==> src/rtl/accu_alu_pkg.sv <==
package accu_alu_pkg;

  localparam int OPC_W = 5;

  localparam logic [OPC_W-1:0] OP_MISC  = 5'h00;
  localparam logic [OPC_W-1:0] OP_LOAD  = 5'h01;
  localparam logic [OPC_W-1:0] OP_XCHG  = 5'h02;
  localparam logic [OPC_W-1:0] OP_STORE = 5'h04;
  localparam logic [OPC_W-1:0] OP_INC   = 5'h05;
  localparam logic [OPC_W-1:0] OP_DEC   = 5'h06;
  localparam logic [OPC_W-1:0] OP_NEG   = 5'h07;
  localparam logic [OPC_W-1:0] OP_RSH   = 5'h08;
  localparam logic [OPC_W-1:0] OP_ADD   = 5'h09;
  localparam logic [OPC_W-1:0] OP_ADDC  = 5'h0A;
  localparam logic [OPC_W-1:0] OP_SUB   = 5'h0B;
  localparam logic [OPC_W-1:0] OP_SUBB  = 5'h0C;
  localparam logic [OPC_W-1:0] OP_OR    = 5'h0D;
  localparam logic [OPC_W-1:0] OP_AND   = 5'h0E;
  localparam logic [OPC_W-1:0] OP_XOR   = 5'h0F;

  // select value that turns OP_MISC into accumulator complement
  localparam int MISC_NOT_SEL = 3;

  typedef enum logic [3:0] {
    K_NONE, K_LOAD, K_XCHG, K_STORE, K_ARITH,
    K_RSH, K_OR, K_AND, K_XOR, K_NOT
  } kind_e;

  typedef enum logic [1:0] {A_ACC, A_OPND, A_ZERO} asrc_e;
  typedef enum logic [1:0] {B_OPND, B_INV, B_ZERO, B_ONES} bsrc_e;
  typedef enum logic [1:0] {CI_ZERO, CI_ONE, CI_HIST} csrc_e;

  typedef struct packed {
    kind_e kind;
    asrc_e a_src;
    bsrc_e b_src;
    csrc_e c_src;
    logic  subtract;  // U flag meaningful
    logic  to_reg;    // result returned through writeback
  } ctrl_t;

endpackage

==> src/rtl/accu_alu_opdec.sv <==
module accu_alu_opdec
  import accu_alu_pkg::*;
#(
  parameter int SEL_W = 3
) (
  input  logic [OPC_W-1:0] opcode_i,
  input  logic [SEL_W-1:0] sel_i,
  output ctrl_t            ctrl_o
);

  logic zsel;
  assign zsel = (sel_i == '0);

  always_comb begin
    ctrl_o          = '0;
    ctrl_o.kind     = K_NONE;
    ctrl_o.a_src    = A_ACC;
    ctrl_o.b_src    = B_OPND;
    ctrl_o.c_src    = CI_ZERO;
    ctrl_o.subtract = 1'b0;
    ctrl_o.to_reg   = 1'b0;
    case (opcode_i)
      OP_MISC:  ctrl_o.kind = (sel_i == SEL_W'(MISC_NOT_SEL)) ? K_NOT : K_NONE;
      OP_LOAD:  ctrl_o.kind = K_LOAD;
      OP_XCHG:  ctrl_o.kind = K_XCHG;
      OP_STORE: ctrl_o.kind = K_STORE;
      OP_INC: begin
        ctrl_o.kind = K_ARITH;  ctrl_o.a_src = A_OPND;
        ctrl_o.b_src = B_ZERO;  ctrl_o.c_src = CI_ONE;
        ctrl_o.to_reg = !zsel;
      end
      OP_DEC: begin
        ctrl_o.kind = K_ARITH;  ctrl_o.a_src = A_OPND;
        ctrl_o.b_src = B_ONES;  ctrl_o.subtract = 1'b1;
        ctrl_o.to_reg = !zsel;
      end
      OP_NEG: begin
        ctrl_o.kind = K_ARITH;  ctrl_o.a_src = A_ZERO;
        ctrl_o.b_src = B_INV;   ctrl_o.c_src = CI_ONE;
        ctrl_o.subtract = 1'b1; ctrl_o.to_reg = !zsel;
      end
      OP_RSH: begin
        ctrl_o.kind = K_RSH;    ctrl_o.to_reg = !zsel;
      end
      OP_ADD:  ctrl_o.kind = K_ARITH;
      OP_ADDC: begin
        ctrl_o.kind = K_ARITH;  ctrl_o.c_src = CI_HIST;
        ctrl_o.b_src = zsel ? B_ZERO : B_OPND;
      end
      OP_SUB: begin
        ctrl_o.kind = K_ARITH;  ctrl_o.b_src = B_INV;
        ctrl_o.c_src = CI_ONE;  ctrl_o.subtract = 1'b1;
      end
      OP_SUBB: begin
        ctrl_o.kind = K_ARITH;  ctrl_o.c_src = CI_HIST;
        ctrl_o.b_src = zsel ? B_ONES : B_INV;
        ctrl_o.subtract = 1'b1;
      end
      OP_OR:   ctrl_o.kind = K_OR;
      OP_AND:  ctrl_o.kind = K_AND;
      OP_XOR:  ctrl_o.kind = K_XOR;
      default: ctrl_o.kind = K_NONE;
    endcase
  end

endmodule

==> src/rtl/accu_alu_datapath.sv <==
module accu_alu_datapath
  import accu_alu_pkg::*;
#(
  parameter int WIDTH = 8
) (
  input  ctrl_t            ctrl_i,
  input  logic             zsel_i,
  input  logic [WIDTH-1:0] acc_i,
  input  logic [WIDTH-1:0] reg_i,
  input  logic             hist_carry_i,
  output logic [WIDTH-1:0] acc_nx_o,
  output logic [WIDTH-1:0] wb_nx_o,
  output logic             wb_en_nx_o,
  output logic             c_nx_o,
  output logic             u_nx_o
);

  localparam int SUM_W = WIDTH + 1;

  logic [WIDTH-1:0] opnd, a_op, b_op, res;
  logic             cin;
  logic [SUM_W-1:0] sum;

  assign opnd = zsel_i ? acc_i : reg_i;

  always_comb begin
    case (ctrl_i.a_src)
      A_OPND:  a_op = opnd;
      A_ZERO:  a_op = '0;
      default: a_op = acc_i;
    endcase
    case (ctrl_i.b_src)
      B_INV:   b_op = ~opnd;
      B_ZERO:  b_op = '0;
      B_ONES:  b_op = '1;
      default: b_op = opnd;
    endcase
    case (ctrl_i.c_src)
      CI_ONE:  cin = 1'b1;
      CI_HIST: cin = hist_carry_i;
      default: cin = 1'b0;
    endcase
  end

  assign sum = {1'b0, a_op} + {1'b0, b_op} + SUM_W'(cin);

  always_comb begin
    acc_nx_o   = acc_i;
    wb_nx_o    = '0;
    wb_en_nx_o = 1'b0;
    c_nx_o     = 1'b0;
    u_nx_o     = 1'b0;
    res        = '0;
    case (ctrl_i.kind)
      K_LOAD:  acc_nx_o = zsel_i ? '0 : reg_i;
      K_XCHG: begin
        acc_nx_o   = zsel_i ? '0 : reg_i;
        wb_nx_o    = acc_i;
        wb_en_nx_o = !zsel_i;
      end
      K_STORE: begin
        wb_nx_o    = acc_i;
        wb_en_nx_o = !zsel_i;
      end
      K_ARITH, K_RSH: begin
        if (ctrl_i.kind == K_ARITH) begin
          res    = sum[WIDTH-1:0];
          c_nx_o = sum[WIDTH];
          u_nx_o = ctrl_i.subtract & ~sum[WIDTH];
        end else begin
          res = {1'b0, opnd[WIDTH-1:1]};
        end
        if (ctrl_i.to_reg) begin
          wb_nx_o    = res;
          wb_en_nx_o = 1'b1;
        end else begin
          acc_nx_o = res;
        end
      end
      K_OR:    acc_nx_o = acc_i | opnd;
      K_AND:   acc_nx_o = acc_i & opnd;
      K_XOR:   acc_nx_o = acc_i ^ opnd;
      K_NOT:   acc_nx_o = ~acc_i;
      default: acc_nx_o = acc_i;
    endcase
  end

endmodule

==> src/rtl/accu_alu_carryhist.sv <==
module accu_alu_carryhist #(
  parameter int LAG = 2
) (
  input  logic clk,
  input  logic rst,
  input  logic adv_i,
  input  logic carry_i,
  output logic carry_o
);

  logic [LAG-1:0] hist_q;

  generate
    if (LAG == 1) begin : g_one
      always_ff @(posedge clk) begin
        if (rst)        hist_q <= '0;
        else if (adv_i) hist_q <= carry_i;
      end
    end else begin : g_many
      always_ff @(posedge clk) begin
        if (rst)        hist_q <= '0;
        else if (adv_i) hist_q <= {hist_q[LAG-2:0], carry_i};
      end
    end
  endgenerate

  assign carry_o = hist_q[LAG-1];

endmodule

==> src/rtl/accu_alu.sv <==
module accu_alu
  import accu_alu_pkg::*;
#(
  parameter int WIDTH     = 8,
  parameter int SEL_W     = 3,
  parameter int CARRY_LAG = 2
) (
  input  logic             clk,
  input  logic             rst,
  input  logic             valid_i,
  input  logic [4:0]       opcode_i,
  input  logic [SEL_W-1:0] sel_i,
  input  logic [WIDTH-1:0] acc_i,
  input  logic [WIDTH-1:0] reg_i,
  output logic             valid_o,
  output logic [WIDTH-1:0] acc_o,
  output logic             wb_en_o,
  output logic [SEL_W-1:0] wb_sel_o,
  output logic [WIDTH-1:0] wb_data_o,
  output logic             flag_c_o,
  output logic             flag_s_o,
  output logic             flag_z_o,
  output logic             flag_u_o
);

  ctrl_t            ctrl;
  logic             zsel, hist_c;
  logic [WIDTH-1:0] acc_nx, wb_nx;
  logic             wb_en_nx, c_nx, u_nx;

  assign zsel = (sel_i == '0);

  accu_alu_opdec #(.SEL_W(SEL_W)) dec_i (
    .opcode_i (opcode_i),
    .sel_i    (sel_i),
    .ctrl_o   (ctrl)
  );

  accu_alu_datapath #(.WIDTH(WIDTH)) dp_i (
    .ctrl_i       (ctrl),
    .zsel_i       (zsel),
    .acc_i        (acc_i),
    .reg_i        (reg_i),
    .hist_carry_i (hist_c),
    .acc_nx_o     (acc_nx),
    .wb_nx_o      (wb_nx),
    .wb_en_nx_o   (wb_en_nx),
    .c_nx_o       (c_nx),
    .u_nx_o       (u_nx)
  );

  accu_alu_carryhist #(.LAG(CARRY_LAG)) ch_i (
    .clk     (clk),
    .rst     (rst),
    .adv_i   (valid_i),
    .carry_i (c_nx),
    .carry_o (hist_c)
  );

  always_ff @(posedge clk) begin
    if (rst) begin
      valid_o   <= 1'b0;
      wb_en_o   <= 1'b0;
      acc_o     <= '0;
      wb_sel_o  <= '0;
      wb_data_o <= '0;
      flag_c_o  <= 1'b0;
      flag_s_o  <= 1'b0;
      flag_z_o  <= 1'b0;
      flag_u_o  <= 1'b0;
    end else begin
      valid_o <= valid_i;
      wb_en_o <= valid_i & wb_en_nx;
      if (valid_i) begin
        acc_o     <= acc_nx;
        wb_sel_o  <= sel_i;
        wb_data_o <= wb_nx;
        flag_c_o  <= c_nx;
        flag_s_o  <= acc_nx[WIDTH-1];
        flag_z_o  <= (acc_nx == '0);
        flag_u_o  <= u_nx;
      end
    end
  end

  // writeback only accompanies a result
  a_r2_wb_with_valid: assert property (@(posedge clk) disable iff (rst)
    wb_en_o |-> valid_o);

  // idle cycle leaves accumulator and flags untouched
  a_r2_idle_hold: assert property (@(posedge clk) disable iff (rst)
    !valid_i |=> ($stable(acc_o) && $stable(flag_c_o) && $stable(flag_z_o)
                  && $stable(flag_s_o) && $stable(flag_u_o) && !wb_en_o));

  // the zero register is never written
  a_r4_no_zero_wb: assert property (@(posedge clk) disable iff (rst)
    wb_en_o |-> (wb_sel_o != '0));

  // move into accumulator, clear for select 0
  a_r3_load: assert property (@(posedge clk) disable iff (rst)
    (valid_i && opcode_i == OP_LOAD) |=>
      (acc_o == (($past(sel_i) == '0) ? '0 : $past(reg_i))));

  // store to the zero register is a no-operation
  a_r5_store_zero_nop: assert property (@(posedge clk) disable iff (rst)
    (valid_i && opcode_i == OP_STORE && sel_i == '0) |=>
      (!wb_en_o && acc_o == $past(acc_i)));

  // accumulator complement
  a_r10_not: assert property (@(posedge clk) disable iff (rst)
    (valid_i && opcode_i == OP_MISC && sel_i == SEL_W'(MISC_NOT_SEL)) |=>
      (acc_o == ~$past(acc_i)));

  // zero flag tracks the accumulator, borrow excludes carry
  a_r11_zero_flag: assert property (@(posedge clk) disable iff (rst)
    valid_o |-> (flag_z_o == (acc_o == '0)));
  a_r11_borrow_no_carry: assert property (@(posedge clk) disable iff (rst)
    flag_u_o |-> !flag_c_o);

endmodule

==> config.mk <==
export PLATFORM = sky130hd
export DESIGN_NAME = accu_alu
export DESIGN_NICKNAME = d
export VERILOG_FILES = /design/src/rtl/accu_alu_pkg.sv /design/src/rtl/accu_alu_opdec.sv /design/src/rtl/accu_alu_datapath.sv /design/src/rtl/accu_alu_carryhist.sv /design/src/rtl/accu_alu.sv
export SDC_FILE = /design/constraint.sdc
export NUM_CORES = 1
export LEC_CHECK = 0
export BUFFER_PORTS_ARGS = -buffer_cell sky130_fd_sc_hd__buf_4
export CAP_MARGIN = 20
export CORE_MARGIN = 4
export CORE_UTILIZATION = 36
export DETAILED_ROUTE_END_ITERATION = 10
export SKIP_CTS_REPAIR_TIMING = 1
export SYNTH_ARGS = -nofsm -noshare
export SYNTH_HDL_FRONTEND = slang
export SYNTH_HIERARCHICAL = 1
export SYNTH_SLANG_ARGS = --single-unit
==> constraint.sdc <==
create_clock -name clk -period 10.79 [get_ports clk]
set_input_delay 1.6185 -clock clk [delete_from_list [all_inputs] [get_ports clk]]
set_output_delay 1.6185 -clock clk [all_outputs]
set_load 0.02 [all_outputs]
### Word-level counts from Yosys, hierarchy flattened

Cells that the tools add are included.

* bits in registers: 27
* bits in latches: 0
* memory bits (writable): 0
* memory bits (read-only): 0
* input port bits: 27
* output and inout bits: 25
* logic and storage cells: 90
* memories kept: 0

* $add $sub $neg: 2
* multipliers: 0
* div/mod/pow operators: 0
* order comparisons: 0
* equality and inequality tests: 31
* shifts and indexed selects: 0
* muxes and demuxes: 25
* bitwise operators: 8
* reduce and logical (&&, ||, !) cells: 14

Operators by type and width (number)
* 8-bit case mux with 6 select lines: 1
* 5-bit by 4-bit equality test with 1-bit output, second input constant: 8
* 8-bit 2-to-1 mux: 5
* 4-bit case mux with 9 select lines: 1
* 8-bit case mux with 2 select lines: 2
* 8-bit case mux with 3 select lines: 1
* 5-bit by 3-bit equality test with 1-bit output, second input constant: 4
* 4-bit by 3-bit equality test with 1-bit output, second input constant: 4
* 8-bit inverter: 2
* 2-bit OR reduction: 6
* 2-bit case mux with 5 select lines: 1
* 8-bit by 8-bit adder with 9-bit output: 1
* 9-bit by 1-bit adder with 9-bit output: 1
* 8-bit AND: 1
* 2-bit equality test, second input constant: 4
* 4-bit by 2-bit equality test with 1-bit output, second input constant: 2
* 4-bit equality test, second input constant: 2
* 8-bit logical NOT: 1
* 8-bit bitwise OR: 1
* 2-bit case mux with 2 select lines: 2
* 4-bit OR reduction: 2
* 8-bit bitwise XOR: 1
* 1-bit 2-to-1 mux: 7
* 7-bit OR reduction: 1
* 14 further kinds: 19

### Logic depth before layout (Yosys ltp)

Gate-level depths: netlist of the first run.

* word-level depth: 11
* gate-level depth with buffers: 18
* gate-level depth less buffers: 16

### Modules after synthesis

Netlist of the first run, hierarchy kept.

By module, submodules not included
* accu_alu_datapath: instances 1, cells each 252, area each 1700.4 um2, seq. area each 0.0 um2
* accu_alu: instances 1, cells each 79, area each 892.1 um2, seq. area each 480.5 um2
* accu_alu_opdec: instances 1, cells each 41, area each 294.0 um2, seq. area each 0.0 um2
* accu_alu_carryhist: instances 1, cells each 6, area each 67.6 um2, seq. area each 40.0 um2

### Worst setup path before layout of the first run

Ideal clock, no wire load.

* path type: input port to flip-flop
* start: input port opcode_i[3]
* end: register flag_z_o
* setup time: 0.116 ns
* arrival time: 4.984 ns
* data required time: 10.674 ns
* slack: 5.690 ns
* cell stages on the path: 18
* path buffers: 2
* cell sequence: buf_4 -> nor2b_4 -> and4b_2 -> inv_1 -> ha_1 -> clkbuf_1 -> nand2b_1 -> nor2_1 -> a21oi_1 -> fa_1 -> fa_1 -> nor2b_1 -> o221a_1 -> o21ai_0 -> a31o_2 -> o211ai_1 -> nor4_1 -> a31o_2

RTL lines
* start, declared: line accu_alu.sv:11 `input logic [4:0] opcode_i,`
* end signal, assigned: line accu_alu.sv:80 `flag_z_o <= (acc_nx == '0);`
* end, declared: line accu_alu.sv:22 `output logic flag_z_o,`

==> impl_metrics.prom, run 1 <==
# TYPE chip_impl_metric gauge
chip_impl_metric{name="postSynthCellCount",unit=""} 378
chip_impl_info{name="synth_top_area_cell",value="sky130_fd_sc_hd__dfxtp_1"} 1
chip_impl_metric{name="number_of_iterations_in_the_first_detailed_routing_pass",unit=""} 5
chip_impl_metric{name="post_synth_instance_area",unit="mm2"} 0.002954
chip_impl_metric{name="synth-edff-count",unit=""} 0
chip_impl_metric{name="global_route.overflow_total",unit=""} 0
chip_impl_info{name="library_cell_with_the_highest_instance_count_after_synthesis",value="sky130_fd_sc_hd__nor2_1"} 1
chip_impl_metric{name="max_freq",unit="MHz"} 194.5
chip_impl_metric{name="number_of_nets_in_the_synthesized_netlist",unit=""} 433
chip_impl_info{name="tritoncts",value="yes"} 1
chip_impl_metric{name="leakagePower",unit="nW"} 1.560
chip_impl_metric{name="vias_in_the_first_global_route",unit=""} 2615
chip_impl_metric{name="ys.warnings.count",unit=""} 6
chip_impl_metric{name="critical_path_arrival",unit="ps"} 5310
chip_impl_metric{name="clk-insertion-delay-late",unit="ps"} 270
chip_impl_metric{name="total_power",unit="mW"} 0.3106
chip_impl_metric{name="routedWlPerCell",unit="um"} 15.43
chip_impl_metric{name="yosys.area_share.simple",unit=""} 0.2541
chip_impl_metric{name="n_antenna_cell",unit=""} 0
chip_impl_info{name="cts_root_buffer",value="sky130_fd_sc_hd__clkbuf_8"} 1
chip_impl_metric{name="skew",unit="ps"} 1.070
chip_impl_metric{name="post-place-cells",unit=""} 514
chip_impl_info{name="grt_setup_unrepaired",value="false"} 1
chip_impl_metric{name="muxShareOfSynthArea",unit=""} 0.1118
chip_impl_metric{name="timing_hold_violations_final",unit=""} 0
chip_impl_info{name="synth_top_family_by_area",value="simple AND/OR/NAND/NOR gates"} 1
chip_impl_metric{name="totalNegativeSetupSlack",unit="ps"} 0
chip_impl_info{name="critical_path.startpoint_type",value="primary input"} 1
chip_impl_metric{name="min_period_over_period",unit=""} 0.4764
chip_impl_metric{name="power_density",unit="mW/mm2"} 91.60
chip_impl_metric{name="row_count",unit=""} 32
chip_impl_info{name="synth_flop_type",value="sky130_fd_sc_hd__dfxtp_1"} 1
chip_impl_info{name="timing.critical_path.cells",value="buf_4 -> nor2b_4 -> and4b_2 -> inv_1 -> ha_1 -> nand2b_1 -> nor2_1 -> a21oi_1 -> fa_1 -> fa_1 -> nor2b_1 -> o221a_1 -> o21ai_0 -> a31o_2 -> o211ai_1 -> nor4_1 -> a31o_2"} 1
chip_impl_metric{name="synthXorXnorAreaFrac",unit=""} 0.04744
chip_impl_metric{name="detailedPlace.worstSlack",unit="ps"} 5392
chip_impl_metric{name="clkSlewWorstSetupHoldPaths",unit="ps"} 90
chip_impl_metric{name="total_clock_buffers_created_by_cts",unit=""} 3
chip_impl_metric{name="grt_start_max_net_pins",unit=""} 26
chip_impl_metric{name="drc_errors",unit=""} 0
chip_impl_metric{name="ys_seq_elements",unit=""} 26
chip_impl_metric{name="die-area",unit="mm2"} 0.009719
chip_impl_metric{name="cts-htree-levels",unit=""} 1
chip_impl_metric{name="totalWireLength",unit="um"} 8009
chip_impl_info{name="slowest_stage",value="sky130_fd_sc_hd__fa_1"} 1
chip_impl_metric{name="area_growth_syn_to_layout",unit="%"} 14.78
chip_impl_metric{name="final_layout_size_suffix_gt1_frac",unit=""} 0.1894
chip_impl_metric{name="yosys.area.top_type_share",unit=""} 0.1762
chip_impl_metric{name="ios",unit=""} 52
chip_impl_metric{name="finalWorstSetupSlack",unit="ps"} 5649
chip_impl_metric{name="cts_sink_cnt",unit=""} 26
chip_impl_metric{name="share_of_flip_flops_with_an_asynchronous_set_or_reset",unit=""} 0
chip_impl_metric{name="number_of_max_slew_violations_in_the_final_report",unit=""} 0
chip_impl_metric{name="gpl.final_weighted_congestion",unit=""} 0.8932
chip_impl_info{name="type_of_the_most_critical_hold_path",value="reg2reg"} 1
chip_impl_metric{name="dp_hpwl",unit="um"} 6376
chip_impl_info{name="run_status",value="completed"} 1
chip_impl_metric{name="crit_required",unit="ps"} 10960
chip_impl_metric{name="timing.slew.headroom",unit=""} 0.3463
chip_impl_metric{name="antenna_found_initial",unit=""} 0
chip_impl_metric{name="nNetsFinal",unit=""} 473
chip_impl_metric{name="yosysSeqAreaShare",unit=""} 0.1762
chip_impl_metric{name="vias",unit=""} 2837
chip_impl_metric{name="layout.core_utilization",unit=""} 0.4321
chip_impl_metric{name="clock_tree.buffer_depth",unit=""} 2
chip_impl_metric{name="max_stage_delay",unit="ps"} 480
chip_impl_info{name="synth.top_cells.by_count",value="47 x sky130_fd_sc_hd__nor2_1, 33 x sky130_fd_sc_hd__mux2i_1, 30 x sky130_fd_sc_hd__nand2_1"} 1
chip_impl_metric{name="cp_max_fo",unit=""} 10
chip_impl_info{name="crit_path_end_kind",value="flop"} 1
chip_impl_metric{name="synth_compound_gate_area_share",unit=""} 0.1919
chip_impl_metric{name="port_buffers",unit=""} 51
chip_impl_metric{name="routed_via_density",unit=""} 5.466
chip_impl_metric{name="worst_slew_pin_slew",unit="ps"} 976.5
chip_impl_metric{name="setup-violations-final",unit=""} 0
chip_impl_metric{name="grt_usage",unit=""} 0.1606
chip_impl_metric{name="postSynthAreaPerCell",unit="um2"} 7.815
chip_impl_metric{name="detailedRoute.firstIterationViolations",unit=""} 210
chip_impl_metric{name="worst_vdd_drop",unit="uV"} 90.27
chip_impl_metric{name="chipHeight",unit="um"} 98.59
chip_impl_metric{name="timing.max_cap.violations",unit=""} 0
chip_impl_metric{name="core_area",unit="mm2"} 0.007848
chip_impl_metric{name="antenna_violation_net_count_after_detailed_routing",unit=""} 0
chip_impl_info{name="yosys-top-cells-area",value="sky130_fd_sc_hd__dfxtp_1 18%, sky130_fd_sc_hd__mux2i_1 11%, sky130_fd_sc_hd__ha_1 11%, sky130_fd_sc_hd__nor2_1 6.0%, sky130_fd_sc_hd__o21ai_0 4.1%"} 1
chip_impl_metric{name="post-route-min-period",unit="ps"} 5141
chip_impl_metric{name="dieWidth",unit="um"} 98.59
chip_impl_metric{name="synthAdderAreaFrac",unit=""} 0.1237
chip_impl_info{name="worstSetupPathType",value="in2reg"} 1
chip_impl_metric{name="finalNonFillerCells",unit=""} 519
chip_impl_metric{name="initial_core_util",unit=""} 0.3764
chip_impl_metric{name="wire_length_of_the_first_global_routing_pass",unit="um"} 13240
chip_impl_metric{name="synth_cell_type_count",unit=""} 67
[power breakdown]
part,total [mW],switching (mW),leakage [nW],internal [mW]
clock network,0.0621,0.0295,0.0288,0.0326
registers,0.103,0.00263,0.212,0.101
logic,0.145,0.0852,1.32,0.0599
total,0.311,0.117,1.56,0.193
[path summary, 6_finish.rpt]
check / start / end / slack, ps / cells after the start
setup / recovery: opcode_i[2] / flag_z_o$_SDFFE_PP0P_ / 5650 / 17
hold / removal: acc_o[0]$_SDFFE_PP0P_ / acc_o[0]$_SDFFE_PP0P_ / 500 / 2
setup reg to reg: ch_i/hist_q[1]$_SDFFE_PP0P_ / flag_z_o$_SDFFE_PP0P_ / 7850 / 11
hold reg to reg: acc_o[0]$_SDFFE_PP0P_ / acc_o[0]$_SDFFE_PP0P_ / 500 / 2
[cell type report]
class,instances,area [um2]
Tap cell,102,127.6
Fill cell,829,4457
Timing Repair Buffer,57,427.9
Clock buffer,4,55.05
Multi-Input combinational cell,303,2158
Sequential cell,26,520.5
Inverter,27,101.3
[per-stage QoR]
step                      area (um2)  hold slack (ps)
after floorplan                 2954            460.1
after global placement          3328            475.1
after detailed placement        3328            484.2
after CTS                       3383            506.5
after global routing            3391            535.3
final                           3391            501.7
[cell families after synthesis]
| group | count (synthesis) |
|---|---|
| AND/OR/NAND/NOR | 138 |
| flip-flops | 26 |
| XOR/XNOR | 16 |
| AO/OA/AOI/OAI | 88 |
| adder cells (fa/ha/maj) | 28 |
| buffers and inverters | 49 |
| multiplexers | 33 |
[flip-flops by register name, indices dropped and copies added, names as in the netlist]
signal and flops:
flag_u_o 1, wb_data_o 8, flag_c_o 1, wb_sel_o 3, ch_i/hist_q 2, wb_en_o 1, valid_o 1, flag_z_o 1
acc_o 8
[layer usage]
metal,routed length [um],GRT usage,vias up,share of wire
li1,-,-,1417,-
met1,3777,0.2367,1308,0.47
met2,3477,0.2449,104,0.43
met3,658,0.02760,8,0.082
met4,95,0.03361,0,0.012
met5,0,0,-,0
[cells in the final DEF, fill, tap and decap left out, drive strengths merged, types with 5 or more instances in the layout]
master and count:
buf 57, nand3 8, xor2 8, dfxtp 26, a21oi 22, nor2b 10
o22ai 6, a221o 5, nand2 30, inv 26, o21ai 25, nor2 48
o211ai 5, mux2i 33, nor3 8, ha 26, xnor2 8
[critical path, delay by kind of cell]
kind / cells / cell delay, ps
AOI/OAI and AO/OA: 6 / 1070
buffers and inverters: 2 / 180
adders and majority gates: 3 / 1270
and+or+nand+nor: 6 / 1170
Power figures use the tool's default switching activity.
==> run 2, diff against run 1 <==
- clock period: 10.79 -> 4.4 ns (I/O delays scaled with it)
==> impl_metrics.prom, run 2 (synthesis gave the netlist of run 1 again) <==
# TYPE chip_impl_metric gauge
chip_impl_metric{name="antenna_violation_net_count_after_detailed_routing",unit=""} 0
chip_impl_info{name="final_cell_mix",value="68 x sky130_fd_sc_hd__buf_4, 47 x sky130_fd_sc_hd__nor2_1, 33 x sky130_fd_sc_hd__mux2i_1, 30 x sky130_fd_sc_hd__nand2_1"} 1
chip_impl_metric{name="max_freq",unit="MHz"} 250.6
chip_impl_metric{name="worst_slew_pin_slew",unit="ps"} 1008
chip_impl_metric{name="final_layout_size_suffix_gt1_frac",unit=""} 0.2103
chip_impl_metric{name="core_area",unit="mm2"} 0.007848
chip_impl_metric{name="nNetsFinal",unit=""} 484
chip_impl_info{name="regToRegStartpoint",value="ch_i/hist_q[1]$_SDFFE_PP0P_"} 1
chip_impl_metric{name="skew",unit="ps"} 6.396
chip_impl_metric{name="clkSlewWorstSetupHoldPaths",unit="ps"} 90
chip_impl_info{name="worstSetupPathType",value="in2reg"} 1
chip_impl_metric{name="min_period_over_period",unit=""} 0.9069
chip_impl_metric{name="whs",unit="ps"} 503.1
chip_impl_metric{name="vias",unit=""} 2912
chip_impl_metric{name="dp_hpwl",unit="um"} 6678
chip_impl_metric{name="num-fill-cells",unit=""} 850
chip_impl_metric{name="vias_in_the_first_global_route",unit=""} 2705
chip_impl_info{name="tritoncts",value="yes"} 1
chip_impl_metric{name="wire_length_of_the_first_global_routing_pass",unit="um"} 13860
chip_impl_info{name="hold_path.startpoint",value="acc_o[2]$_SDFFE_PP0P_"} 1
chip_impl_metric{name="timing.slew.headroom",unit=""} 0.3250
chip_impl_metric{name="setup-violations-final",unit=""} 0
chip_impl_metric{name="area_growth_syn_to_layout",unit="%"} 18.13
chip_impl_metric{name="chipHeight",unit="um"} 98.59
chip_impl_metric{name="detailedRoute.firstIterationViolations",unit=""} 264
chip_impl_metric{name="totalNegativeSetupSlack",unit="ps"} 0
chip_impl_info{name="grt_setup_unrepaired",value="false"} 1
chip_impl_info{name="critical_path.startpoint_type",value="primary input"} 1
chip_impl_metric{name="post-route-min-period",unit="ps"} 3990
chip_impl_metric{name="drc_errors",unit=""} 0
chip_impl_info{name="cts_root_buffer",value="sky130_fd_sc_hd__clkbuf_8"} 1
chip_impl_info{name="final_common_cell",value="sky130_fd_sc_hd__buf_4"} 1
chip_impl_metric{name="total_clock_buffers_created_by_cts",unit=""} 3
chip_impl_metric{name="worst_vdd_drop",unit="uV"} 253.8
chip_impl_metric{name="timing.max_cap.violations",unit=""} 0
chip_impl_metric{name="grt_usage",unit=""} 0.1709
chip_impl_metric{name="number_of_iterations_in_the_first_detailed_routing_pass",unit=""} 5
chip_impl_metric{name="number_of_max_slew_violations_in_the_final_report",unit=""} 0
chip_impl_metric{name="clk-insertion-delay-late",unit="ps"} 270
chip_impl_metric{name="leakagePower",unit="nW"} 1.620
chip_impl_metric{name="ios",unit=""} 52
chip_impl_metric{name="global_route.overflow_total",unit=""} 0
chip_impl_metric{name="routedWlPerCell",unit="um"} 15.81
chip_impl_metric{name="row_count",unit=""} 32
chip_impl_metric{name="totalWireLength",unit="um"} 8379
chip_impl_metric{name="die-area",unit="mm2"} 0.009719
chip_impl_metric{name="grt_start_max_net_pins",unit=""} 26
chip_impl_info{name="crit_path_end_kind",value="flop"} 1
chip_impl_metric{name="power_density",unit="mW/mm2"} 233.7
chip_impl_info{name="largest_registers",value="acc_o (8), wb_data_o (8), wb_sel_o (3)"} 1
chip_impl_info{name="type_of_the_most_critical_hold_path",value="reg2reg"} 1
chip_impl_metric{name="n_antenna_cell",unit=""} 0
chip_impl_metric{name="antenna_found_initial",unit=""} 0
chip_impl_metric{name="cts_sink_cnt",unit=""} 26
chip_impl_metric{name="critical_path_arrival",unit="ps"} 4160
chip_impl_metric{name="dieWidth",unit="um"} 98.59
chip_impl_metric{name="timing_hold_violations_final",unit=""} 0
chip_impl_info{name="timing.critical_path.from",value="opcode_i[3]"} 1
chip_impl_metric{name="routed_via_density",unit=""} 5.494
chip_impl_info{name="run_status",value="completed"} 1
chip_impl_metric{name="crit_required",unit="ps"} 4570
chip_impl_metric{name="cp_max_fo",unit=""} 9
chip_impl_metric{name="initial_core_util",unit=""} 0.3764
chip_impl_metric{name="clock_tree.buffer_depth",unit=""} 2
chip_impl_metric{name="cts-htree-levels",unit=""} 1
chip_impl_metric{name="port_buffers",unit=""} 51
chip_impl_metric{name="gpl.final_weighted_congestion",unit=""} 0.9676
[run 2: metrics by stage]
stage / setup WS, ps / std cells / total power [mW] / instance area [um2] / utilization
after floorplan: 258.6 / 378 / 0.5164 / 2954 / -
after global placement: 195.5 / 526 / 0.6190 / 3418 / 0.4356
after detailed placement: 115.7 / 526 / 0.6238 / 3418 / 0.4356
after CTS: 405.1 / 530 / 0.8195 / 3490 / 0.4447
after global routing: 103.3 / 530 / 0.8724 / 3490 / 0.4447
final: 409.7 / 530 / 0.8155 / 3490 / 0.4447
[run 2: cell type report]
| type | count | area (um2) | share of cell area |
|---|---|---|---|
| multi-input combinational | 303 | 2158 | 0.6185 |
| sequential | 26 | 520.5 | 0.1492 |
| timing repair buffer | 68 | 510.5 | 0.1463 |
| tap | 102 | 127.6 | 0.03657 |
| inverter | 27 | 101.3 | 0.02904 |
| clock buffer | 3 | 41.29 | 0.01183 |
| clock inverter | 1 | 30.03 | 0.008605 |
[run 2: critical path, cell delays in order]
cell and delay [ps]:
sky130_fd_sc_hd__buf_4 140, sky130_fd_sc_hd__nor2b_1 200, sky130_fd_sc_hd__a21oi_1 90, sky130_fd_sc_hd__nor3b_1 260
sky130_fd_sc_hd__inv_1 80, sky130_fd_sc_hd__ha_1 280, sky130_fd_sc_hd__or2_2 300, sky130_fd_sc_hd__fa_1 430
sky130_fd_sc_hd__fa_1 420, sky130_fd_sc_hd__nor2b_1 170, sky130_fd_sc_hd__o221a_1 220, sky130_fd_sc_hd__o21ai_0 90
sky130_fd_sc_hd__a31o_2 270, sky130_fd_sc_hd__o211ai_1 210, sky130_fd_sc_hd__nor4_1 90, sky130_fd_sc_hd__a31o_2 230
[run 2: power breakdown]
group / switching [mW] / leakage [nW] / internal (mW) / total (mW)
Sequential: 0.00649 / 0.212 / 0.247 / 0.254
Combinational: 0.213 / 1.37 / 0.155 / 0.367
Clock: 0.0728 / 0.0357 / 0.122 / 0.194
Total: 0.292 / 1.62 / 0.524 / 0.816
[run 2: final timing paths]
| check | to | slack (ps) | depth (start not counted) |
|---|---|---|---|
| setup / recovery | flag_z_o$_SDFFE_PP0P_ | 410 | 16 |
| hold / removal | acc_o[2]$_SDFFE_PP0P_ | 500 | 2 |
| setup reg to reg | flag_z_o$_SDFFE_PP0P_ | 1480 | 11 |
| hold reg to reg | acc_o[2]$_SDFFE_PP0P_ | 500 | 2 |
[run 2: layer usage]
metal | part of all wire | vias up | track usage
li1 | - | 1446 | -
met1 | 0.48 | 1346 | 0.2493
met2 | 0.46 | 110 | 0.2798
met3 | 0.050 | 10 | 0.01203
met4 | 0.011 | 0 | 0.02941
met5 | 0 | - | 0
